`config.mk`:
```
export PLATFORM = sky130hd
export DESIGN_NAME = fir_fold_seq
export DESIGN_NICKNAME = d
export VERILOG_FILES = /design/src/rtl/fir_seq_pkg.sv /design/src/rtl/fold_counter.sv /design/src/rtl/pulse_delay.sv /design/src/rtl/fir_fold_seq.sv
export SDC_FILE = /design/constraint.sdc
export NUM_CORES = 1
export LEC_CHECK = 0
export BUFFER_PORTS_ARGS = -buffer_cell sky130_fd_sc_hd__buf_2
export CAP_MARGIN = 25
export CORE_AREA = 4 4 41 43
export DETAILED_ROUTE_END_ITERATION = 10
export DIE_AREA = 0 0 45 47
export GPL_ROUTABILITY_DRIVEN = 0
export HOLD_SLACK_MARGIN = 0.03
export PLACE_DENSITY = 0.56
export SETUP_SLACK_MARGIN = 0.02
export SLEW_MARGIN = 25
export SYNTH_ARGS = -nofsm -noshare
export SYNTH_HDL_FRONTEND = slang
export SYNTH_SLANG_ARGS = --single-unit
```
`constraint.sdc`:
```
create_clock -name clk -period 2.37 [get_ports clk]
set_clock_uncertainty 0.05 [all_clocks]
set_input_delay 0.3555 -clock clk [delete_from_list [all_inputs] [get_ports clk]]
set_output_delay 0.3555 -clock clk [all_outputs]
set_load 0.005 [all_outputs]
```
`src/rtl/fir_seq_pkg.sv`:
```
// Package: shared constants and delay calculations for the folded FIR
// sequencer. Assumes FOLD >= 2.
package fir_seq_pkg;

    // Fixed pipeline latency of the multiply-accumulate chain after accumulation
    localparam int unsigned MAC_PIPE = 5;

    // Delay in clocks from sample strobe to reverse-line capture enable
    function automatic int unsigned cap_delay(input int unsigned fold);
        if (fold >= 4)
            return 3;
        else if (fold == 3)
            return 1;
        else
            return 0;
    endfunction

    // Delay for the last-stage capture: one clock earlier, floored at zero
    function automatic int unsigned last_delay(input int unsigned fold);
        int unsigned d;
        d = cap_delay(fold);
        return (d >= 1) ? d - 1 : 0;
    endfunction

endpackage

```
`src/rtl/fold_counter.sv`:
```
// Module: fold_counter
// Runs a paired up/down address count over FOLD steps after every
// accepted sample. The up count goes 0..FOLD-1 and the down count goes
// FOLD-1..0, stepping on the same edges. A new sample restarts both.
// Assumes FOLD >= 2. Synchronous active-low reset.
module fold_counter #(
    parameter int unsigned FOLD = 4,
    localparam int unsigned AW  = $clog2(FOLD)
) (
    input  logic          clk,
    input  logic          rst_n,
    input  logic          start,
    output logic [AW-1:0] up_addr,
    output logic [AW-1:0] dn_addr
);

    localparam logic [AW-1:0] LAST = AW'(FOLD - 1);

    logic busy;

    // Sequence-active flag: set by a sample, cleared after the last step
    always_ff @(posedge clk) begin
        if (!rst_n)
            busy <= 1'b0;
        else if (start)
            busy <= 1'b1;
        else if (busy && up_addr == LAST)
            busy <= 1'b0;
    end

    // Up counter: restart on a sample, step while busy, wrap to 0 at the end
    always_ff @(posedge clk) begin
        if (!rst_n)
            up_addr <= '0;
        else if (start)
            up_addr <= '0;
        else if (busy)
            up_addr <= (up_addr == LAST) ? '0 : up_addr + 1'b1;
    end

    // Down counter: mirror of the up counter, kept in its own register
    always_ff @(posedge clk) begin
        if (!rst_n)
            dn_addr <= LAST;
        else if (start)
            dn_addr <= LAST;
        else if (busy)
            dn_addr <= (dn_addr == '0) ? LAST : dn_addr - 1'b1;
    end

    // the two counts always sum to FOLD-1
    a_r3_mirror: assert property (@(posedge clk) disable iff (!rst_n)
        (32'(up_addr) + 32'(dn_addr)) == (FOLD - 1));

    // the up count never passes FOLD-1
    a_r2_range: assert property (@(posedge clk) disable iff (!rst_n)
        32'(up_addr) <= FOLD - 1);

    // a sample always restarts both counts
    a_r4_restart: assert property (@(posedge clk) disable iff (!rst_n)
        start |=> (up_addr == '0 && dn_addr == LAST));

    // an interior step without a new sample adds one
    a_r2_step: assert property (@(posedge clk) disable iff (!rst_n)
        (busy && !start && up_addr != LAST) |=> up_addr == $past(up_addr) + 1'b1);

endmodule

```
`src/rtl/pulse_delay.sv`:
```
// Module: pulse_delay
// Delays a single-bit strobe by DEPTH clocks through a shift register.
// Assumes DEPTH >= 1; the zero-delay case is handled by the parent.
// Synchronous active-low reset clears every stage.
module pulse_delay #(
    parameter int unsigned DEPTH = 3
) (
    input  logic clk,
    input  logic rst_n,
    input  logic din,
    output logic dout
);

    logic [DEPTH-1:0] stage;

    // Shift the strobe one stage per clock
    always_ff @(posedge clk) begin
        if (!rst_n)
            stage <= '0;
        else
            stage <= (stage << 1) | DEPTH'(din);
    end

    assign dout = stage[DEPTH-1];

    // a pulse entering is never lost in the first stage
    a_r10_enter: assert property (@(posedge clk) disable iff (!rst_n)
        din |=> stage[0]);

endmodule

```
`src/rtl/fir_fold_seq.sv`:
```
// Module: fir_fold_seq (top)
// Sequencer for a folded, coefficient-symmetric FIR chain. Drives the
// forward/coefficient and reverse read addresses, the forward write
// strobe, the capture strobes (whose delay depends on FOLD), the capture
// source mode flag and the output-valid flag.
// Assumes FOLD >= 2. Synchronous active-low reset.
module fir_fold_seq #(
    parameter int unsigned FOLD      = 4,
    parameter bit          ODD_ORDER = 1'b0,
    localparam int unsigned AW       = $clog2(FOLD)
) (
    input  logic          clk,
    input  logic          rst_n,
    input  logic          in_valid,
    output logic [AW-1:0] fwd_addr,
    output logic [AW-1:0] rev_addr,
    output logic          shift_we,
    output logic          cap_en,
    output logic          last_cap_en,
    output logic          cap_from_input,
    output logic          out_valid
);

    import fir_seq_pkg::*;

    localparam int unsigned CAP_D  = cap_delay(FOLD);
    localparam int unsigned LAST_D = last_delay(FOLD);
    localparam int unsigned OV_D   = FOLD - 1 + MAC_PIPE;

    // Address generation
    fold_counter #(.FOLD(FOLD)) u_cnt (
        .clk     (clk),
        .rst_n   (rst_n),
        .start   (in_valid),
        .up_addr (fwd_addr),
        .dn_addr (rev_addr)
    );

    // Forward line write strobe, aligned with address 0
    pulse_delay #(.DEPTH(1)) u_we (
        .clk (clk), .rst_n (rst_n), .din (in_valid), .dout (shift_we)
    );

    // Capture strobe: registered delay or straight pass-through
    generate
        if (CAP_D == 0) begin : g_cap_comb
            assign cap_en = in_valid;
        end else begin : g_cap_reg
            pulse_delay #(.DEPTH(CAP_D)) u_cap (
                .clk (clk), .rst_n (rst_n), .din (in_valid), .dout (cap_en)
            );
        end
    endgenerate

    // Last-stage capture strobe: absent for odd order, one clock early otherwise
    generate
        if (ODD_ORDER) begin : g_last_none
            assign last_cap_en = 1'b0;
        end else if (LAST_D == 0) begin : g_last_comb
            assign last_cap_en = in_valid;
        end else begin : g_last_reg
            pulse_delay #(.DEPTH(LAST_D)) u_last (
                .clk (clk), .rst_n (rst_n), .din (in_valid), .dout (last_cap_en)
            );
        end
    endgenerate

    // Capture source mode: the reverse line's input is used only at FOLD == 2
    assign cap_from_input = (FOLD == 2);

    // Output valid after accumulation plus the fixed MAC pipeline
    pulse_delay #(.DEPTH(OV_D)) u_ov (
        .clk (clk), .rst_n (rst_n), .din (in_valid), .dout (out_valid)
    );

    // each sample writes the forward line on the next cycle
    a_r5_write: assert property (@(posedge clk) disable iff (!rst_n)
        in_valid |=> shift_we);

    // the forward write happens only while the address is 0
    a_r5_addr0: assert property (@(posedge clk) disable iff (!rst_n)
        shift_we |-> fwd_addr == '0);

    // for even order with an earlier slot, last capture leads capture by one
    generate
        if (!ODD_ORDER && CAP_D >= 1) begin : g_chk_lead
            a_r7_lead: assert property (@(posedge clk) disable iff (!rst_n)
                last_cap_en |=> cap_en);
        end
    endgenerate

    // reset leaves every strobe and the valid flag low
    a_r1_reset: assert property (@(posedge clk)
        !rst_n |=> (!out_valid && !shift_we && fwd_addr == '0));

endmodule

```
Word-level counts from Yosys, hierarchy flattened
Cells that the tools add are included.
{"block": "op_classes", "n_addsub": 2, "order_cmp": 0, "n_mux": 4, "shifts": 0, "multipliers": 0, "n_eq_ne": 1, "n_div": 0, "n_bitwise": 4, "n_reduce_logical": 4}
{"op": "8-bit by 1-bit OR with 8-bit output", "count": 1}
{"op": "2-bit two-way mux", "count": 2}
{"op": "3-bit by 1-bit OR with 3-bit output", "count": 1}
{"op": "2-bit by 1-bit adder with 2-bit output, second input constant", "count": 1}
{"op": "2-bit equality test, second input constant", "count": 1}
{"op": "2-bit zero test", "count": 1}
{"op": "1-bit two-way mux", "count": 2}
{"op": "2-bit by 1-bit OR with 2-bit output", "count": 1}
{"op": "2-bit nonzero test", "count": 1}
{"op": "2-bit OR reduction", "count": 1}
{"op": "2-bit by 1-bit subtractor with 2-bit output, second input constant", "count": 1}
{"op": "1-bit logical AND", "count": 1}
{"op": "1-bit NOT", "count": 1}
{"block": "totals", "elab_cells": 22, "mem_bits_ro": 0, "n_memories": 0, "output_inout_bits": 9, "ramBits": 0, "regBits": 19, "inputBits": 3, "latchBits": 0}

Depth between registers and ports, before layout
{"block": "depth", "ltp_word": 4, "ltp_mapped": 4, "mapped_depth_nobuf": 4}

Cells and area by module
Synthesis repeated with hierarchy kept, for this count alone.
{"block": "hier_totals", "cells_unflattened": 53, "hier_area_um2": 608.1}
{"module": "fold_counter", "n_inst": 1, "cells_each": 23, "area_each_um2": 229.0, "seq_area_each_um2": 100.1}
{"module": "pulse_delay (u_ov)", "n_inst": 1, "cells_each": 16, "area_each_um2": 210.2, "seq_area_each_um2": 160.2}
{"module": "pulse_delay (g_cap_reg.u_cap)", "n_inst": 1, "cells_each": 6, "area_each_um2": 78.8, "seq_area_each_um2": 60.1}
{"module": "pulse_delay (g_last_reg.u_last)", "n_inst": 1, "cells_each": 4, "area_each_um2": 52.6, "seq_area_each_um2": 40.0}
{"module": "pulse_delay (u_we)", "n_inst": 1, "cells_each": 2, "area_each_um2": 26.3, "seq_area_each_um2": 20.0}
{"module": "fir_fold_seq", "n_inst": 1, "cells_each": 2, "area_each_um2": 11.3, "seq_area_each_um2": 0.0}

Least setup slack after synthesis
No wires, ideal clock.
{"block": "synth_timing", "path_kind": "register to register", "startpoint": "register u_cnt.up_addr[0]", "endpoint": "register u_cnt.up_addr[0]", "period_less_slack_ns": 1.094, "stages_incl_launch_ff": 4, "setup_ns": 0.066, "arrival_time_ns": 0.978, "required_ns": 2.254, "n_path_buf": 0, "path_slack_ns": 1.276, "cell_sequence": "dfxtp_1 ha_1 or3b_1 a21oi_2"}
{"block": "synth_via", "elab_chain_cells": 2, "elab_cells_between_ends": 3, "cone_classes": "add/sub (1); eq/ne (1); mux (1)"}
{"item": "from (decl)", "line": "fold_counter.sv:13", "rtl": "output logic [AW-1:0] up_addr,"}
{"item": "from (signal assigned)", "line": "fold_counter.sv:38", "rtl": "up_addr <= (up_addr == LAST) ? '0 : up_addr + 1'b1;"}
{"item": "2-bit by 1-bit adder with 2-bit output or 2-bit equality test (tied branches)", "line": "fold_counter.sv:38"}
{"item": "2-bit two-way mux *", "line": "fold_counter.sv:38"}
Mark *: on every way between the ends. The rest lies on a longest branch, timed or not.
A chain may end at the register's enable or synchronous reset.

Worst setup path in the final report
{"block": "layout_timing", "startpoint": "register u_cnt.dn_addr[0]", "endpoint": "output rev_addr[0]"}
{"item": "from (decl)", "line": "fold_counter.sv:14", "rtl": "output logic [AW-1:0] dn_addr"}
{"item": "from (signal assigned)", "line": "fold_counter.sv:48", "rtl": "dn_addr <= (dn_addr == '0) ? LAST : dn_addr - 1'b1;"}
{"item": "to (decl)", "line": "fir_fold_seq.sv:16", "rtl": "output logic [AW-1:0] rev_addr,"}
No word-level cell between the ends.

==> results.yml <==
floorplan:
  core_area_um2: 1300
  die_w_um: 45
  die_area_um2: 2120
  rows: 13
  die_y_um: 47
  ios: 12
  initial_core_util: 0.349
logic_synthesis:
  synthFlopType: "dfxtp_1"
  synth_top_family_by_area: "simple AND/OR/NAND/NOR gates"
  synthCells: 42
  ys_top_cells_by_area: "dfxtp_1, and2_1, ha_1"
  ys_ff_latch: 13
  yosysWarnings: 0
  synth_area_um2: 454
  synth-simple-area-share: 0.237
  synth_fa_ha_area_frac: 0.0551
  synthDistinctLibCells: 18
  ys_seq_area_frac: 0.573
  synth_nets: 47
  synth_top_area_share: 0.573
  async_flop_share: 0
  synth_compound_area_frac: 0.0634
  muxShareOfSynthArea: 0.0220
  avgSynthCellArea_um2: 10.8
  synth_xor_area_frac: 0
  synth_edf_count: 0
  yosysTopAreaCell: "dfxtp_1"
critical_path:
  path_class: "reg2out"
  crit_family: "flip-flops"
  cp.buffers_inverters: 1
  max_stage_delay_ns: 0.37
  crit_path_start_kind: "register"
  cp_cell_sequence: "buf_2"
  rrSetupSlack_ns: 1.24
  critPathMaxFanout: 4
  crit_start: "u_cnt.dn_addr[0]"
  r2r-start: "u_cnt.up_addr[0]"
  worst_path_max_delay_cell: "dfxtp_1"
  cp.required_ns: 1.96
  end_kind: "output port"
  arrival_ns: 0.78
pwr:
  irDropWorstVdd_mv: 0.366
  finalPower_mw: 0.387
  p_per_area_nw_per_um2: 720
  total_leakage_power_nw: 0.267
cells_and_area:
  fillers: 143
  drive_gt1_frac: 0.259
  synthToLayoutAreaGrowth_pct: 18.5
  fin_nets: 60
  antenna_cells: 0
  finalInstanceArea_um2: 538
detailed_routing:
  wl_per_cell_um: 9.36
  routed_wl_um: 646
  dr_wl_met2_um: 289
  drt_pass1_iterations: 2
  detail-route-antenna-nets: 0
  drc: 0
  vias: 293
  wl_met3_um: 52
  viasPerCell: 4.25
  dr.first_iter.drc_count: 1
  m1WireLength_um: 304
  routed.top_layer: "met3"
clock_tree:
  postCtsResizedCells: 0
  htree_num_levels: 1
  clk_latency_ns: 0.27
  cts_tree: "yes"
  clk_pin_slew_worst_paths_ns: 0.08
  cts_hold_buf: 0
  post_cts_buffers: 0
  cts_buffers: 3
  clockBufferDepth: 2
  root_buffer: "clkbuf_4"
  clock-sinks: 13
grt:
  grt.total_usage: 0.0779
  grt_pass1_vias: 272
  grt_pass1_wl_mm: 1.12
  antenna_found_initial: 0
  grt_max_degree: 12
  grt_overflow: 0
sta:
  whs_ns: 0.277
  fin_crit_sh: 0.498
  drv_slew: 0
  rsz0062_at_grt: "no"
  fin_crit_ns: 1.18
  fmax_mhz: 847
  setup_viol: 0
  finalHoldViolCount: 0
  fin_tns_setup_ns: 0
run:
  max_cap_violations: 0
placed_design:
  dpl.hpwl_um: 483
  place_area_um2: 512
  numPortBuffers: 10
outcome:
  outcome: "finished clean"
min_path:
  worstHoldStart: "in_valid"
  hp-class: "in2reg"
-- cells in the final DEF (no fill, tap or decap) --
master and n:
dfxtp_1 13, buf_2 10, and2_1 8, clkbuf_4 3
inv_1 2, nand2b_1 2, nor2_1 2, nor2b_1 2
ha_1 2, or3b_1 1, a21oi_2 1, and3b_1 1
o21ai_0 1, or2b_1 1, o211ai_1 1, mux2i_1 1
o21a_1 1, conb_1 1, clkbuf_1 1
-- power breakdown --
part	leakage (nW)	internal, mW	switching, mW
Sequential	0.106	0.224	0.00474
Clock	0.0150	0.0652	0.0703
Combinational	0.146	0.0123	0.0103
-- cell usage after synthesis (2+ instances only) --
cell type / count
dfxtp_1: 13
and2_1: 8
ha_1: 2
inv_1: 2
nand2b_1: 2
nor2_1: 2
nor2b_1: 2
-- final timing paths --
| path | depth (start not counted) | end |
|---|---|---|
| worst min-delay path | 2 | g_cap_reg.u_cap.stage[0] |
| worst max-delay path | 1 | rev_addr[0] |
| worst max register to register | 3 | u_cnt.up_addr[0] |
| worst min register to register | 1 | u_ov.stage[5] |
-- flip-flops by register name (all words and copies together), names as in the netlist --
signal / count
g_cap_reg.u_cap.stage: 2
u_cnt.busy: 1
u_cnt.dn_addr: 2
u_cnt.up_addr: 2
u_ov.stage: 6
-- logic make-up (layout without fill, tap and decap cells) --
| family | after synthesis | count (layout) |
|---|---|---|
| compound gates | 4 | 4 |
| simple gates | 17 | 17 |
| other cells | 1 | 1 |
| fa+ha+maj | 2 | 2 |
| flops | 13 | 13 |
| mux | 1 | 1 |
| buf+inv | 4 | 16 |
-- per-layer routing --
layer	vias to the layer above	track usage
li1	153	-
met1	132	0.0949
met2	8	0.102
met3	0	0.0575
met4	0	0.0351
met5	-	0
-- through the flow --
stage	std cells	worst slack, ns	util
floorplan	42	1.28	-
detailed placement	65	1.25	0.393
global placement	65	1.28	0.393
finish	69	1.19	0.413
CTS	69	1.18	0.413
global route	69	1.13	0.413
-- cell type report --
| cell class | instances | area [µm²] | share of cell area |
|---|---|---|---|
| Clock buffer | 4 | 26.3 | 0.0488 |
| Sequential cell | 13 | 260 | 0.484 |
| Tap cell | 15 | 18.8 | 0.0349 |
| Timing Repair Buffer | 10 | 50.0 | 0.0930 |
| Inverter | 2 | 7.51 | 0.0140 |
| Multi-Input combinational cell | 25 | 175 | 0.326 |
No activity file was read; power rests on OpenSTA's default activity.
